<file path="src/rtl/bfb_pkg.sv">
package bfb_pkg;

   typedef enum logic {
      BFB_ADR_DATA = 1'b0,
      BFB_ADR_CTRL = 1'b1
   } bfb_adr_e;

   localparam int unsigned BFB_FULL_POS  = 16;
   localparam int unsigned BFB_EMPTY_POS = 17;
   localparam int unsigned BFB_FLUSH_POS = 18;

endpackage

</file>
<file path="src/rtl/bfb_bus_slave.sv">
module bfb_bus_slave #(
   parameter int unsigned BUS_W = 32
) (
   input  logic             clk_i,
   input  logic             rst_n_i,
   input  logic             cyc_i,
   input  logic             stb_i,
   input  logic             we_i,
   input  logic             adr_i,
   input  logic [BUS_W-1:0] dat_i,
   output logic             req_o,
   output logic             ack_o,
   output logic             lat_we_o,
   output logic             lat_adr_o,
   output logic [BUS_W-1:0] lat_dat_o
);

   logic start;
   logic req_q;
   logic req_d0;

   assign start = cyc_i & stb_i & ~req_q & ~req_d0;

   always_ff @(posedge clk_i) begin
      if (!rst_n_i) begin
         req_q     <= 1'b0;
         req_d0    <= 1'b0;
         lat_we_o  <= 1'b0;
         lat_adr_o <= 1'b0;
         lat_dat_o <= '0;
      end else begin
         req_q  <= start;
         req_d0 <= req_q;
         if (start) begin
            lat_we_o  <= we_i;
            lat_adr_o <= adr_i;
            lat_dat_o <= dat_i;
         end
      end
   end

   assign req_o = req_q;
   assign ack_o = req_d0;

   AST_ACK_DELAY: assert property (@(posedge clk_i) disable iff (!rst_n_i)
      start |-> ##2 ack_o);
   AST_ACK_PULSE: assert property (@(posedge clk_i) disable iff (!rst_n_i)
      ack_o |=> !ack_o);

endmodule

</file>
<file path="src/rtl/bfb_ctrl.sv">
module bfb_ctrl #(
   parameter int unsigned BUS_W        = 32,
   parameter int unsigned CNT_W        = 4,
   parameter bit          BUS_CLEAR_EN = 1'b1
) (
   input  logic             clk_i,
   input  logic             rst_n_i,
   input  logic             req_i,
   input  logic             ack_i,
   input  logic             lat_we_i,
   input  logic             lat_adr_i,
   input  logic             lat_flush_bit_i,
   input  logic             full_i,
   input  logic             empty_i,
   input  logic [CNT_W-1:0] count_i,
   output logic [BUS_W-1:0] rd_data_o,
   output logic             flush_o
);
   import bfb_pkg::*;

   logic             ctrl_sel;
   logic [BUS_W-1:0] status;

   assign ctrl_sel = (bfb_adr_e'(lat_adr_i) == BFB_ADR_CTRL);

   always_comb begin
      status                = '0;
      status[CNT_W-1:0]     = count_i;
      status[BFB_FULL_POS]  = full_i;
      status[BFB_EMPTY_POS] = empty_i;
   end

   always_ff @(posedge clk_i) begin
      if (!rst_n_i) begin
         rd_data_o <= '0;
      end else if (req_i && !lat_we_i) begin
         rd_data_o <= ctrl_sel ? status : '0;
      end
   end

   generate
      if (BUS_CLEAR_EN) begin : g_bus_flush
         logic flush_q;
         always_ff @(posedge clk_i) begin
            if (!rst_n_i) begin
               flush_q <= 1'b0;
            end else if (req_i && lat_we_i && ctrl_sel && lat_flush_bit_i) begin
               flush_q <= 1'b1;
            end else if (ack_i) begin
               flush_q <= 1'b0;
            end
         end
         assign flush_o = flush_q;

         AST_FLUSH_ONESHOT: assert property (@(posedge clk_i) disable iff (!rst_n_i)
            flush_o |=> !flush_o);
         AST_FLUSH_WITH_ACK: assert property (@(posedge clk_i) disable iff (!rst_n_i)
            flush_o |-> ack_i);
      end else begin : g_no_bus_flush
         assign flush_o = 1'b0;
      end
   endgenerate

endmodule

</file>
<file path="src/rtl/bfb_fifo_core.sv">
module bfb_fifo_core #(
   parameter int unsigned WIDTH = 32,
   parameter int unsigned DEPTH = 8,
   localparam int unsigned PTR_W = $clog2(DEPTH),
   localparam int unsigned CNT_W = PTR_W + 1
) (
   input  logic             clk_i,
   input  logic             srst_n_i,
   input  logic             push_i,
   input  logic [WIDTH-1:0] din_i,
   input  logic             pop_i,
   output logic [WIDTH-1:0] dout_o,
   output logic             full_o,
   output logic             empty_o,
   output logic [CNT_W-1:0] count_o
);

   logic [WIDTH-1:0] mem [DEPTH];
   logic [CNT_W-1:0] wr_ptr;
   logic [CNT_W-1:0] rd_ptr;
   logic             do_push;
   logic             do_pop;

   assign count_o = wr_ptr - rd_ptr;
   assign full_o  = (count_o == CNT_W'(DEPTH));
   assign empty_o = (count_o == '0);
   assign do_push = push_i & ~full_o;
   assign do_pop  = pop_i & ~empty_o;

   always_ff @(posedge clk_i) begin
      if (do_push) begin
         mem[wr_ptr[PTR_W-1:0]] <= din_i;
      end
   end

   always_ff @(posedge clk_i) begin
      if (!srst_n_i) begin
         wr_ptr <= '0;
         rd_ptr <= '0;
         dout_o <= '0;
      end else begin
         if (do_push) begin
            wr_ptr <= wr_ptr + 1'b1;
         end
         if (do_pop) begin
            rd_ptr <= rd_ptr + 1'b1;
            dout_o <= mem[rd_ptr[PTR_W-1:0]];
         end
      end
   end

   AST_NO_OVERFLOW: assert property (@(posedge clk_i) disable iff (!srst_n_i)
      (full_o && push_i && !pop_i) |=> full_o);
   AST_EMPTY_HOLD: assert property (@(posedge clk_i) disable iff (!srst_n_i)
      (empty_o && pop_i) |=> $stable(dout_o));
   AST_COUNT_RANGE: assert property (@(posedge clk_i) disable iff (!srst_n_i)
      count_o <= CNT_W'(DEPTH));

endmodule

</file>
<file path="src/rtl/bus_fifo_bridge.sv">
module bus_fifo_bridge #(
   parameter int unsigned BUS_W        = 32,
   parameter int unsigned WIDTH        = 32,
   parameter int unsigned DEPTH        = 8,
   parameter int unsigned FIELD_A_W    = 20,
   parameter bit          DEV_CLEAR_EN = 1'b1,
   parameter bit          BUS_CLEAR_EN = 1'b1,
   localparam int unsigned CNT_W       = $clog2(DEPTH) + 1,
   localparam int unsigned FIELD_B_W   = WIDTH - FIELD_A_W
) (
   input  logic                 clk_i,
   input  logic                 rst_n_i,
   input  logic                 bus_cyc_i,
   input  logic                 bus_stb_i,
   input  logic                 bus_we_i,
   input  logic                 bus_adr_i,
   input  logic [BUS_W-1:0]     bus_dat_i,
   output logic [BUS_W-1:0]     bus_dat_o,
   output logic                 bus_ack_o,
   input  logic                 core_rd_req_i,
   input  logic                 core_clear_i,
   output logic                 core_full_o,
   output logic                 core_empty_o,
   output logic [CNT_W-1:0]     core_count_o,
   output logic [FIELD_A_W-1:0] core_field_a_o,
   output logic [FIELD_B_W-1:0] core_field_b_o
);
   import bfb_pkg::*;

   generate
      if (DEPTH < 2 || (DEPTH & (DEPTH - 1)) != 0) begin : g_bad_depth
         $error("DEPTH must be a power of two, at least 2");
      end
      if (WIDTH > BUS_W) begin : g_bad_width
         $error("WIDTH must not exceed BUS_W");
      end
      if (FIELD_A_W == 0 || FIELD_A_W >= WIDTH) begin : g_bad_field
         $error("FIELD_A_W must lie between 1 and WIDTH-1");
      end
      if (BUS_W <= BFB_FLUSH_POS || CNT_W > BFB_FULL_POS) begin : g_bad_map
         $error("status word does not fit the bus width");
      end
   endgenerate

   logic             req;
   logic             lat_we;
   logic             lat_adr;
   logic [BUS_W-1:0] lat_dat;
   logic             bus_flush;
   logic             fifo_rst_n;
   logic             push;
   logic [WIDTH-1:0] fifo_dout;

   bfb_bus_slave #(.BUS_W(BUS_W)) u_slave (
      .clk_i     (clk_i),
      .rst_n_i   (rst_n_i),
      .cyc_i     (bus_cyc_i),
      .stb_i     (bus_stb_i),
      .we_i      (bus_we_i),
      .adr_i     (bus_adr_i),
      .dat_i     (bus_dat_i),
      .req_o     (req),
      .ack_o     (bus_ack_o),
      .lat_we_o  (lat_we),
      .lat_adr_o (lat_adr),
      .lat_dat_o (lat_dat)
   );

   bfb_ctrl #(
      .BUS_W        (BUS_W),
      .CNT_W        (CNT_W),
      .BUS_CLEAR_EN (BUS_CLEAR_EN)
   ) u_ctrl (
      .clk_i           (clk_i),
      .rst_n_i         (rst_n_i),
      .req_i           (req),
      .ack_i           (bus_ack_o),
      .lat_we_i        (lat_we),
      .lat_adr_i       (lat_adr),
      .lat_flush_bit_i (lat_dat[BFB_FLUSH_POS]),
      .full_i          (core_full_o),
      .empty_i         (core_empty_o),
      .count_i         (core_count_o),
      .rd_data_o       (bus_dat_o),
      .flush_o         (bus_flush)
   );

   generate
      if (DEV_CLEAR_EN) begin : g_dev_clear
         assign fifo_rst_n = rst_n_i & ~(core_clear_i | bus_flush);
      end else begin : g_no_dev_clear
         assign fifo_rst_n = rst_n_i & ~bus_flush;
      end
   endgenerate

   assign push = req & lat_we & (bfb_adr_e'(lat_adr) == BFB_ADR_DATA);

   bfb_fifo_core #(
      .WIDTH (WIDTH),
      .DEPTH (DEPTH)
   ) u_fifo (
      .clk_i    (clk_i),
      .srst_n_i (fifo_rst_n),
      .push_i   (push),
      .din_i    (lat_dat[WIDTH-1:0]),
      .pop_i    (core_rd_req_i),
      .dout_o   (fifo_dout),
      .full_o   (core_full_o),
      .empty_o  (core_empty_o),
      .count_o  (core_count_o)
   );

   assign core_field_a_o = fifo_dout[FIELD_A_W-1:0];
   assign core_field_b_o = fifo_dout[WIDTH-1:FIELD_A_W];

   AST_FLUSH_EMPTIES: assert property (@(posedge clk_i) disable iff (!rst_n_i)
      !fifo_rst_n |=> (core_empty_o && core_count_o == '0));
   AST_FLUSH_FIELDS: assert property (@(posedge clk_i) disable iff (!rst_n_i)
      !fifo_rst_n |=> (core_field_a_o == '0 && core_field_b_o == '0));

endmodule

</file>
<file path="config.mk">
export PLATFORM = sky130hd
export DESIGN_NAME = bus_fifo_bridge
export DESIGN_NICKNAME = d
export VERILOG_FILES = /design/src/rtl/bfb_pkg.sv /design/src/rtl/bfb_bus_slave.sv /design/src/rtl/bfb_ctrl.sv /design/src/rtl/bfb_fifo_core.sv /design/src/rtl/bus_fifo_bridge.sv
export SDC_FILE = /design/constraint.sdc
export NUM_CORES = 1
export LEC_CHECK = 0
export BUFFER_PORTS_ARGS = -buffer_cell sky130_fd_sc_hd__buf_2
export CAP_MARGIN = 20
export CELL_PAD_IN_SITES_DETAIL_PLACEMENT = 0
export CELL_PAD_IN_SITES_GLOBAL_PLACEMENT = 2
export CORE_ASPECT_RATIO = 1.4
export CORE_MARGIN = 2
export CORE_UTILIZATION = 47
export DETAILED_ROUTE_END_ITERATION = 12
export PLACE_DENSITY_LB_ADDON = 0.25
export SYNTH_ARGS = -nofsm -noshare
export SYNTH_HDL_FRONTEND = slang
export SYNTH_SLANG_ARGS = --single-unit
</file>
<file path="constraint.sdc">
create_clock -name clk_i -period 16.8 [get_ports clk_i]
set_input_delay 0.84 -clock clk_i [delete_from_list [all_inputs] [get_ports clk_i]]
set_output_delay 0.84 -clock clk_i [all_outputs]
set_load 0.005 [all_outputs]
</file>
Yosys cells after proc, flatten, opt, wreduce, memory -nomap -nowiden --
Memory sizes are Yosys's and may differ from the RTL's. A register that Yosys moved wholly into a read port is not among the register bits. Index checks and enable logic that the tools add are counted.
Word-level totals: register bits after elaboration 77, bits in writable memories 256, input bits 40, output and inout port bits 71, logic and storage cells 42, memories 1
Memory list:
- u_fifo.mem | words 8, width 32, read ports 1, clocked after memory_dff 1, write ports 1, line bfb_fifo_core.sv:18 | logic [WIDTH-1:0] mem [DEPTH];
Cells by class: $add $sub $neg 3, eq/ne operators 1, mux-type cells 5, bitwise operators 15, reductions and logical operators 8
Operator list (count):
- 2-to-1 mux 18 bit | 1
- adder 4 x 1 -> 4 bit, second input constant | 2
- bitwise AND 1 bit | 8
- inverter 1 bit | 6
- == test 4 bit, second input constant | 1
- logical AND 1 bit | 4
- logical NOT 4 bit | 1
- 2-to-1 mux 1 bit | 4
- subtractor 4 bit | 1
- logical NOT 1 bit | 2
- nonzero test 2 bit | 1
- OR 1 bit | 1

Depth between registers and ports, before layout --
Gate-level depths: netlist of the first run.
depth after elaboration 6, mapped depth 11, depth with buffers taken out 8

Hierarchy --
Synthesis of the first run repeated with hierarchy kept, for this count alone.
Unflattened totals: cells, all modules 799, area, all modules 13166.4 µm²
By module, submodules not included:
- bfb_fifo_core | instances 1, cells an instance 587, area each 11227.0 µm², seq. area each 8488.1 µm²
- bfb_bus_slave | instances 1, cells an instance 153, area each 1446.4 µm², seq. area each 720.7 µm²
- bfb_ctrl | instances 1, cells an instance 57, area each 471.7 µm², seq. area each 140.1 µm²
- bus_fifo_bridge | instances 1, cells an instance 2, area each 21.3 µm², seq. area each 0.0 µm²

Worst setup path before layout of the first run --
Ideal clock, no wire load.
path kind reg-to-reg, start reg u_fifo.rd_ptr[2], end mem u_fifo.mem[1][0] (enable), library setup time 501 ps, arrival time 5250 ps, data required time 16299 ps, path slack 11049 ps, stages on the path, launching flop included 11, path buffers 2, clock period less this slack 5751 ps, cell sequence dfxtp_1 -> clkbuf_1 -> clkbuf_1 -> inv_1 -> ha_1 -> a21oi_1 -> a21oi_1 -> nor2_1 -> inv_1 -> a21o_1 -> nor4_1
Between the ends: word-level cells in the longest chain between the ends 6
Ends and longest elaborated chain:
- start, declared | line bfb_fifo_core.sv:20 | logic [CNT_W-1:0] rd_ptr;
- start signal, assigned | line bfb_fifo_core.sv:46 | rd_ptr <= rd_ptr + 1'b1;
- subtractor 4 bit | line bfb_fifo_core.sv:24 | assign count_o = wr_ptr - rd_ptr;
- net core_count_o[3] | line bus_fifo_bridge.sv:24 | output logic [CNT_W-1:0] core_count_o,
- == test 4 bit | line bfb_fifo_core.sv:25 | assign full_o = (count_o == CNT_W'(DEPTH));
- inverter 1 bit | line bfb_fifo_core.sv:27 | assign do_push = push_i & ~full_o;
- bitwise AND 1 bit | line bfb_fifo_core.sv:27
- 2-to-1 mux 1 bit | line bfb_fifo_core.sv:31 | if (do_push) begin
- 2-to-1 mux 1 bit (implied by the code) | line bfb_fifo_core.sv:32 | mem[wr_ptr[PTR_W-1:0]] <= din_i;
- end, declared | line bfb_fifo_core.sv:18
The timed path passes the listed nets, and every way through them passes these cells.

Worst setup path after layout of the first run --
start reg u_fifo.wr_ptr[0], end mem u_fifo.mem[7][3] (enable)
Between the ends: word-level cells in the longest chain between the ends 6
Ends and longest elaborated chain:
- start, declared | line bfb_fifo_core.sv:19 | logic [CNT_W-1:0] wr_ptr;
- start signal, assigned | line bfb_fifo_core.sv:43 | wr_ptr <= wr_ptr + 1'b1;
- subtractor 4 bit | line bfb_fifo_core.sv:24
- == test 4 bit | line bfb_fifo_core.sv:25
- inverter 1 bit | line bfb_fifo_core.sv:27
- bitwise AND 1 bit | line bfb_fifo_core.sv:27
- 2-to-1 mux 1 bit | line bfb_fifo_core.sv:31
- 2-to-1 mux 1 bit (implied by the code) | line bfb_fifo_core.sv:32
Several ways; a longest one is shown, not always the timed one.

==> metrics, run 1 <==
top_reg_cell synth=edfxtp_1; dpl cells=roughly 1,200; RSZ-0062 raised after global routing=false; Syn. warnings=0; post-synth cell types=roughly 40; GRT Total Usage=between 10% and 20%; Root Buffer=clkbuf_16; WL met1=about 11 mm; Yosys top cell area share=about three fifths; worst slew pin tran=approximately 1.0 ns; main combinational cell family by area after synthesis=multiplexers; htree depth=2; Post-Synth Simple-Gate Area=between 5 and 6%; Top Metal Used=met4; Seq/Total Area, Yosys=just over 70%; final setup violation count=0; vias in the first global route=between 7,000 and 8,000; most frequent cells in the layout=edfxtp_1 (256), buf_2 (84), dfxtp_1 (81); worst-case headroom to the max-slew limit=about a third; Std-Cell Rows=roughly 70; Routed Antenna Nets=0; PwrDens=~110 nW/um^2; Clk Latency, worst-skew pair=approximately 0.51 ns; Worst path slowest cell=dfxtp_1; Buf/Inv on CP=2; endpoint class of the critical path=flop; Worst Skew=about 0.012 ns; drt pass-1 iters=5; Sum Neg Setup Slack=0 ns; crit path DAT=around 3.9 ns; WL per Instance=20.90 um; Mapped Avg Cell Area=about 17 sq um; first-pass GRT wire length=40.64 mm; Post-synth EDFFs=roughly 260; area grow syn2layout=14.86%; clock slew at reported path FFs=about 0.06 ns; top cells by area, synth=edfxtp_1 (59%), dfxtp_1 (13%), mux4_2 (11%); Routability Congestion=0.8171; Total Wirelength=26.35 mm; Top delay family on crit path=simple AND/OR/NAND/NOR gates; Worst Path Required=roughly 17 ns; share of post-route cells with drive strength above 1=a little over a quarter; Die H=between 200 and 250 um; fillcell total=roughly 2,200; hold_buf cts=0; largest net degree at the start of global routing=66; total gr overflow=0; Cells after Synth=around 770; area leader, netlist=edfxtp_1; Hold Path Class=flop to flop; clk sinks=339; post-synthesis instance area=13,000 sq um; Synth Area in Adders=0.6354%; initial antenna violation count=0; Cell Count, Final, Fillers Out=~1,300; crit path time final=between 3 and 4 ns; met3 routed WL=roughly 1.1 mm; Top Ports=111; async set-reset flop share out of synthesis=0%; Crit path largest cell delay=roughly 0.55 ns; CTS tree=done; initial core utilization=a little under half; Compound-Gate Fraction of Synth Area=about 4.8%; CP Class=flop to flop; mux cell area share after synthesis=between 10% and 20%; CP max FO=19; leak pwr=5.266 nW; Nets=around 910; worst-path cell chain=inv_1 > ha_1 > fa_1 > xnor2_1 > nor3_1 > a31oi_1 > nand2_1 > nor2_4 > buf_16; PortBufs=84; post-CTS setup buffer count=0; drt initial violations=~430; core region area=about 27,000 sq um; most common cell after layout, fill and taps aside=edfxtp_1; final hold violations=0; Bufs on Longest Clock Path=3; final slew viol count=0; drt drc=0; Post-Synth XOR/XNOR Area=less than 1%; DR vias=just under 7,000; n_diodes=0; DIE WIDTH=144.5 um; Post-CTS Resized=0; dpl hpwl=15.43 mm; period utilisation layout=21.68%; Max Cap Viol=0; DIE AREA=between 20,000 and 30,000 sq um; startpoint types=flop; Via density=~5.4; status=finished clean; peak supply drop=0.00006373 V; TritonCTS Buffers=34; Fmax achieved=274.5 MHz; WL met2=around 14 mm; #FFs+latches synth=339
## per-layer routing
metal	vias up	track usage, %
met1	3441	24.14
met3	55	2.910
met4	0	5.964
li1	3100	-
met2	181	32.85
met5	-	0
## tightest hold or removal path: stages (launching register included)
cell      delay [ns]
dfxtp_1         0.31
nand2_1         0.05
a21boi_0        0.07
## power breakdown
group	switching [W]	total (W)	leakage, nW	internal [W]
sequential	0.00000910	0.000911	3.06	0.000902
clock	0.000304	0.000736	0.531	0.000432
combinational	0.0000155	0.0000249	1.68	0.00000935
total	0.000329	0.00167	5.27	0.00134
## final cells by class
cell class	count	area, sq um	area share, %
inverter	9	33.78	0.2263
tap	370	462.9	3.101
multi-input combinational	377	3362	22.52
sequential	339	9354	62.66
clock inverter	17	175.2	1.173
timing repair buffer	105	630.6	4.224
clock buffer	44	909.6	6.093
## sequential cells by signal, indices dropped and copies added, names as in the netlist
name	flops
u_ctrl.flush_o	1
u_ctrl.rd_data_o	6
u_fifo.dout_o	32
u_fifo.mem	256
u_fifo.rd_ptr	4
u_fifo.wr_ptr	4
u_slave.ack_o	1
u_slave.lat_adr_o	1
u_slave.lat_dat_o	32
u_slave.lat_we_o	1
u_slave.req_o	1
## Yosys cell counts, drive strengths merged (4+ instances only)
| cell | count |
|---|---|
| nand2 | 80 |
| mux4 | 64 |
| a211oi | 32 |
| nor3 | 6 |
| clkbuf | 30 |
| nand3 | 5 |
| nand4 | 5 |
| mux2i | 35 |
| xnor2 | 4 |
| a21oi | 4 |
| dfxtp | 83 |
| buf | 41 |
| ha | 5 |
| a21boi | 39 |
| nor2 | 41 |
| inv | 9 |
| edfxtp | 256 |
## final timing paths
path	startpoint	to	slack (ns)	depth (start not counted)
worst max register to register	u_fifo.wr_ptr[0]$_SDFFE_PN0P_	u_fifo.mem[7][3]$_DFFE_PP_	13.16	9
worst min-delay path	u_ctrl.rd_data_o[2]$_SDFFE_PN0P_	u_ctrl.rd_data_o[2]$_SDFFE_PN0P_	0.48	2
worst max-delay path	u_fifo.wr_ptr[0]$_SDFFE_PN0P_	u_fifo.mem[7][3]$_DFFE_PP_	13.16	9
worst min register to register	u_ctrl.rd_data_o[2]$_SDFFE_PN0P_	u_ctrl.rd_data_o[2]$_SDFFE_PN0P_	0.48	2
## stage by stage
step                      utilization, %  hold slack, ns  power [W]  setup WS, ns  instance area, sq um
after CTS                          54.24          0.4868   0.001689         12.81                 14850
after floorplan                        -          0.4542  0.0009445         11.05                 13090
after global placement             50.27          0.4608  0.0009533         12.96                 13770
after global routing               54.51          0.5181   0.001724         12.87                 14930
final                              54.51          0.4770   0.001672         13.16                 14930
after detailed placement           50.27          0.4753  0.0009550         12.82                 13770
## cells by family after synthesis
kind of cell               Yosys count
DFF                                339
and+or+nand+nor                    157
muxes                               99
AOI/OAI and AO/OA                   84
buffers and inverters               80
adders and majority gates            6
xor gates and xnor gates             5
other                                1
Note: power is estimated with default switching activity, not from simulation.
==> inputs of run 2 (changes only) <==
--- a/config.mk
+++ b/config.mk
@@ -5,13 +5,14 @@
 export SDC_FILE = /design/constraint.sdc
 export NUM_CORES = 1
 export LEC_CHECK = 0
+export ABC_AREA = 1
 export BUFFER_PORTS_ARGS = -buffer_cell sky130_fd_sc_hd__buf_2
 export CAP_MARGIN = 20
 export CELL_PAD_IN_SITES_DETAIL_PLACEMENT = 0
 export CELL_PAD_IN_SITES_GLOBAL_PLACEMENT = 2
 export CORE_ASPECT_RATIO = 1.4
 export CORE_MARGIN = 2
-export CORE_UTILIZATION = 47
+export CORE_UTILIZATION = 39
 export DETAILED_ROUTE_END_ITERATION = 12
 export PLACE_DENSITY_LB_ADDON = 0.25
 export SYNTH_ARGS = -nofsm -noshare
==> constraint.sdc (replaced) <==
create_clock -name clk_i -period 3.6 [get_ports clk_i]
set_input_delay 0.18 -clock clk_i [delete_from_list [all_inputs] [get_ports clk_i]]
set_output_delay 0.18 -clock clk_i [all_outputs]
set_load 0.005 [all_outputs]
==> run 2 against run 1 <==
Against the previous run:
- die area rose by 28%
- synthesized area rose by 6.5%
- clock skew down 0.0027 ns
- sequential power grew to 4.8 times the previous value
- sequential cell count unchanged
- critical path depth unchanged
- utilization down 8.8 points
- combinational power increased to 41 times the previous value
- first-iteration DRC count increased by 13%
- clock-buffer cell count grew 5
- critical endpoint is now u_fifo.mem[6][18]$_DFFE_PP_
==> metrics, run 2 <==
status=finished clean; CP Class=flop to flop; top_reg_cell synth=edfxtp_1; Fmax achieved=338.9 MHz (+23%); Syn. warnings=0 (unchanged); final slew viol count=0 (unchanged); dpl cells=1,831 (+53%); area of the multi-input gates=3836 sq um (+14%); Post-synth EDFFs=256 (unchanged); GRT Total Usage=17.26% (-1.6 points); Clk pwr share=40.4% (-3.6 points); Post-CTS Resized=0 (unchanged); Seq/Total Area, Yosys=67.52% (-4.4 points); crit path DAT=3.16 ns (-0.69 ns); n_diodes=0 (unchanged); clk sinks=339 (unchanged); top cells by area, synth=edfxtp_1 (56%), nand2_1 (13%), dfxtp_1 (12%); Sw Ratio=24.39% (+4.7 points); vias in the first global route=8,720 (+22%); drt drc=0 (unchanged); share of post-route cells with drive strength above 1=11.78% (-14 points); Comb pwr share=11.3% (+9.8 points); peak supply drop=0.0003195 V (+400%); core region area=34,960 sq um (+28%); Yosys top cell area share=55.52% (-3.6 points); Nets=1,492 (+64%); DP Worst Slack=0.6301 ns (-12.19 ns); sequential share of power=48.2% (-6.3 points); Tot Pwr=0.009069 W (+440%); PwrDens=567.0 nW/um^2 (+410%); DR vias=9,177 (+35%); CP max FO=23 (+4); async set-reset flop share out of synthesis=0% (unchanged); Routability Congestion=0.7346 (-10%); leak pwr=6.300 nW (+20%); RSZ-0062 raised after global routing=false; Cells after Synth=1,351 (+75%); P_int=0.006857 W (+410%); most common cell after layout, fill and taps aside=nand2_1; DIE AREA=37,050 sq um (+28%); Worst Skew=0.009066 ns (-0.002676 ns); most frequent cells in the layout=nand2_1 (490), edfxtp_1 (256), nand3_1 (173); Clk Latency, worst-skew pair=0.51 ns (about the same); TritonCTS Buffers=35 (+2.9%); final worst setup slack=0.6495 ns (-12.51 ns); post-synth cell types=24 (-41%); register area=9354 sq um (unchanged); Cell Count, Final, Fillers Out=1,925 (+53%); Routed Antenna Nets=0 (unchanged); largest net degree at the start of global routing=73 (+11%); Max Cap Viol=0 (unchanged); Hold Path Class=input pin to flop; Area after DPL=14,480 sq um (+5.2%); worst slew pin tran=0.9087 ns (-0.09354 ns); Std-Cell Rows=81 (+13%); final setup violation count=0 (unchanged); initial core utilization=39.60% (-7.9 points); Total Wirelength=31.33 mm (+19%); post-CTS setup buffer count=0 (unchanged); final hold violations=0 (unchanged); htree depth=2 (unchanged); worst-case headroom to the max-slew limit=39.42% (+6.2 points); Largest register FFs=256 (unchanged); Synth top cells by count=nand2_1 (490), edfxtp_1 (256), nand3_1 (173); CTS tree=done; hold_buf cts=34 (+34); area grow syn2layout=15.53%; drt pass-1 iters=5 (unchanged); PortBufs=84 (unchanged); DIE WIDTH=163.2 um (+13%); post-route cell area=16,000 sq um (+7.2%); dpl hpwl=17.99 mm (+17%); post-synthesis instance area=13,850 sq um (+6.5%); Bufs on Longest Clock Path=3 (unchanged); endpoint class of the critical path=flop; #FFs+latches synth=339 (unchanged); initial antenna violation count=0 (unchanged); WL per Instance=16.28 um (-22%); Die H=226.9 um (+13%); Sum Neg Setup Slack=0 ns (unchanged); clock slew at reported path FFs=0.06 ns (about the same); area leader, netlist=edfxtp_1; drt initial violations=487 (+13%); most common cell in the netlist=nand2_1; period utilisation layout=81.96% (+60 points); Switch Pwr=0.002212 W (+570%); Root Buffer=clkbuf_16; total gr overflow=0 (unchanged); crit path time final=2.951 ns (-0.6923 ns); startpoint types=flop; Mapped Avg Cell Area=10.25 sq um (-39%); fillcell total=3,335 (+50%); first-pass GRT wire length=49.41 mm (+22%); Via density=4.767 (-11%); Top Ports=111 (unchanged); Worst Path Required=3.81 ns (-13.20 ns)
==> run 2: changes by cell type after synthesis, moves of 33 or more <==
cell,delta
mux4_2,-64
o21ai_0,+33
a21oi_1,+46
a21boi_0,-39
nand2_1,+410
nor2_1,+77
nand3_1,+168
mux2i_1,-35
==> run 2: cell type report <==
cell class                      instances  area share (%)
Clock buffer                           49           6.523
Clock inverter                         11          0.8369
Inverter                               25          0.5944
Multi-Input combinational cell        905           23.98
Sequential cell                       339           58.47
Tap cell                              456           3.567
Timing Repair Buffer                  140           6.023
==> run 2: routing by layer <==
layer	vias to the layer above	global-route usage [%]	wire length, um
li1	4651	-	-
met2	160	29.74	15340
met3	34	2.459	1164
met5	-	0	0
met1	4332	23.00	14310
met4	0	4.311	519
==> run 2: power groups by stage <==
stage                     clock network, W  registers [W]  logic, W
after floorplan                          0        0.00444  0.000848
after global placement                   0        0.00446   0.00101
after detailed placement                 0        0.00446   0.00102
after CTS                          0.00377        0.00438   0.00104
after global routing               0.00392        0.00439   0.00118
final                              0.00367        0.00438   0.00103
==> run 2: worst paths after layout <==
| kind | depth (start not counted) | end | slack [ns] | start |
|---|---|---|---|---|
| worst max register to register | 9 | u_fifo.mem[6][18]$_DFFE_PP_ | 0.65 | u_fifo.wr_ptr[0]$_SDFFE_PN0P_ |
| worst min-delay path | 3 | u_slave.req_o$_SDFF_PN0_ | 0.13 | bus_cyc_i |
| worst max-delay path | 9 | u_fifo.mem[6][18]$_DFFE_PP_ | 0.65 | u_fifo.wr_ptr[0]$_SDFFE_PN0P_ |
| worst min register to register | 2 | u_ctrl.rd_data_o[17]$_SDFFE_PN0P_ | 0.46 | u_ctrl.rd_data_o[17]$_SDFFE_PN0P_ |
==> run 2: metrics by stage <==
step | utilization [%] | hold WS (ns)
2_1_floorplan | - | 0.3443
3_3_place_gp | 41.35 | 0.4331
3_5_place_dp | 41.41 | 0.4348
4_1_cts | 45.75 | 0.09796
5_1_grt | 45.75 | 0.1445
6_report | 45.75 | 0.1262
==> run 2: cell families (layout without fill, tap and decap cells) <==
logic type	count (synthesis)	after routing	share of synthesized area [%]
AO/OA/AOI/OAI	84	84	3.036
XOR/XNOR	1	1	0.06327
buffers and inverters	132	225	5.648
adder cells (fa/ha/maj)	6	6	0.5964
AND/OR/NAND/NOR	788	788	23.11
flip-flops	339	339	67.52
other	1	26	0.02708
==> run 2: worst max-delay path, cell delays in order, from the launching register on <==
cell and delay [ns]:
dfxtp_1 0.36, inv_1 0.10, ha_1 0.22, fa_1 0.39, xnor2_1 0.33, nor2_4 0.08, nand2_2 0.19, nand3_1 0.26
nor2_4 0.44, buf_12 0.24
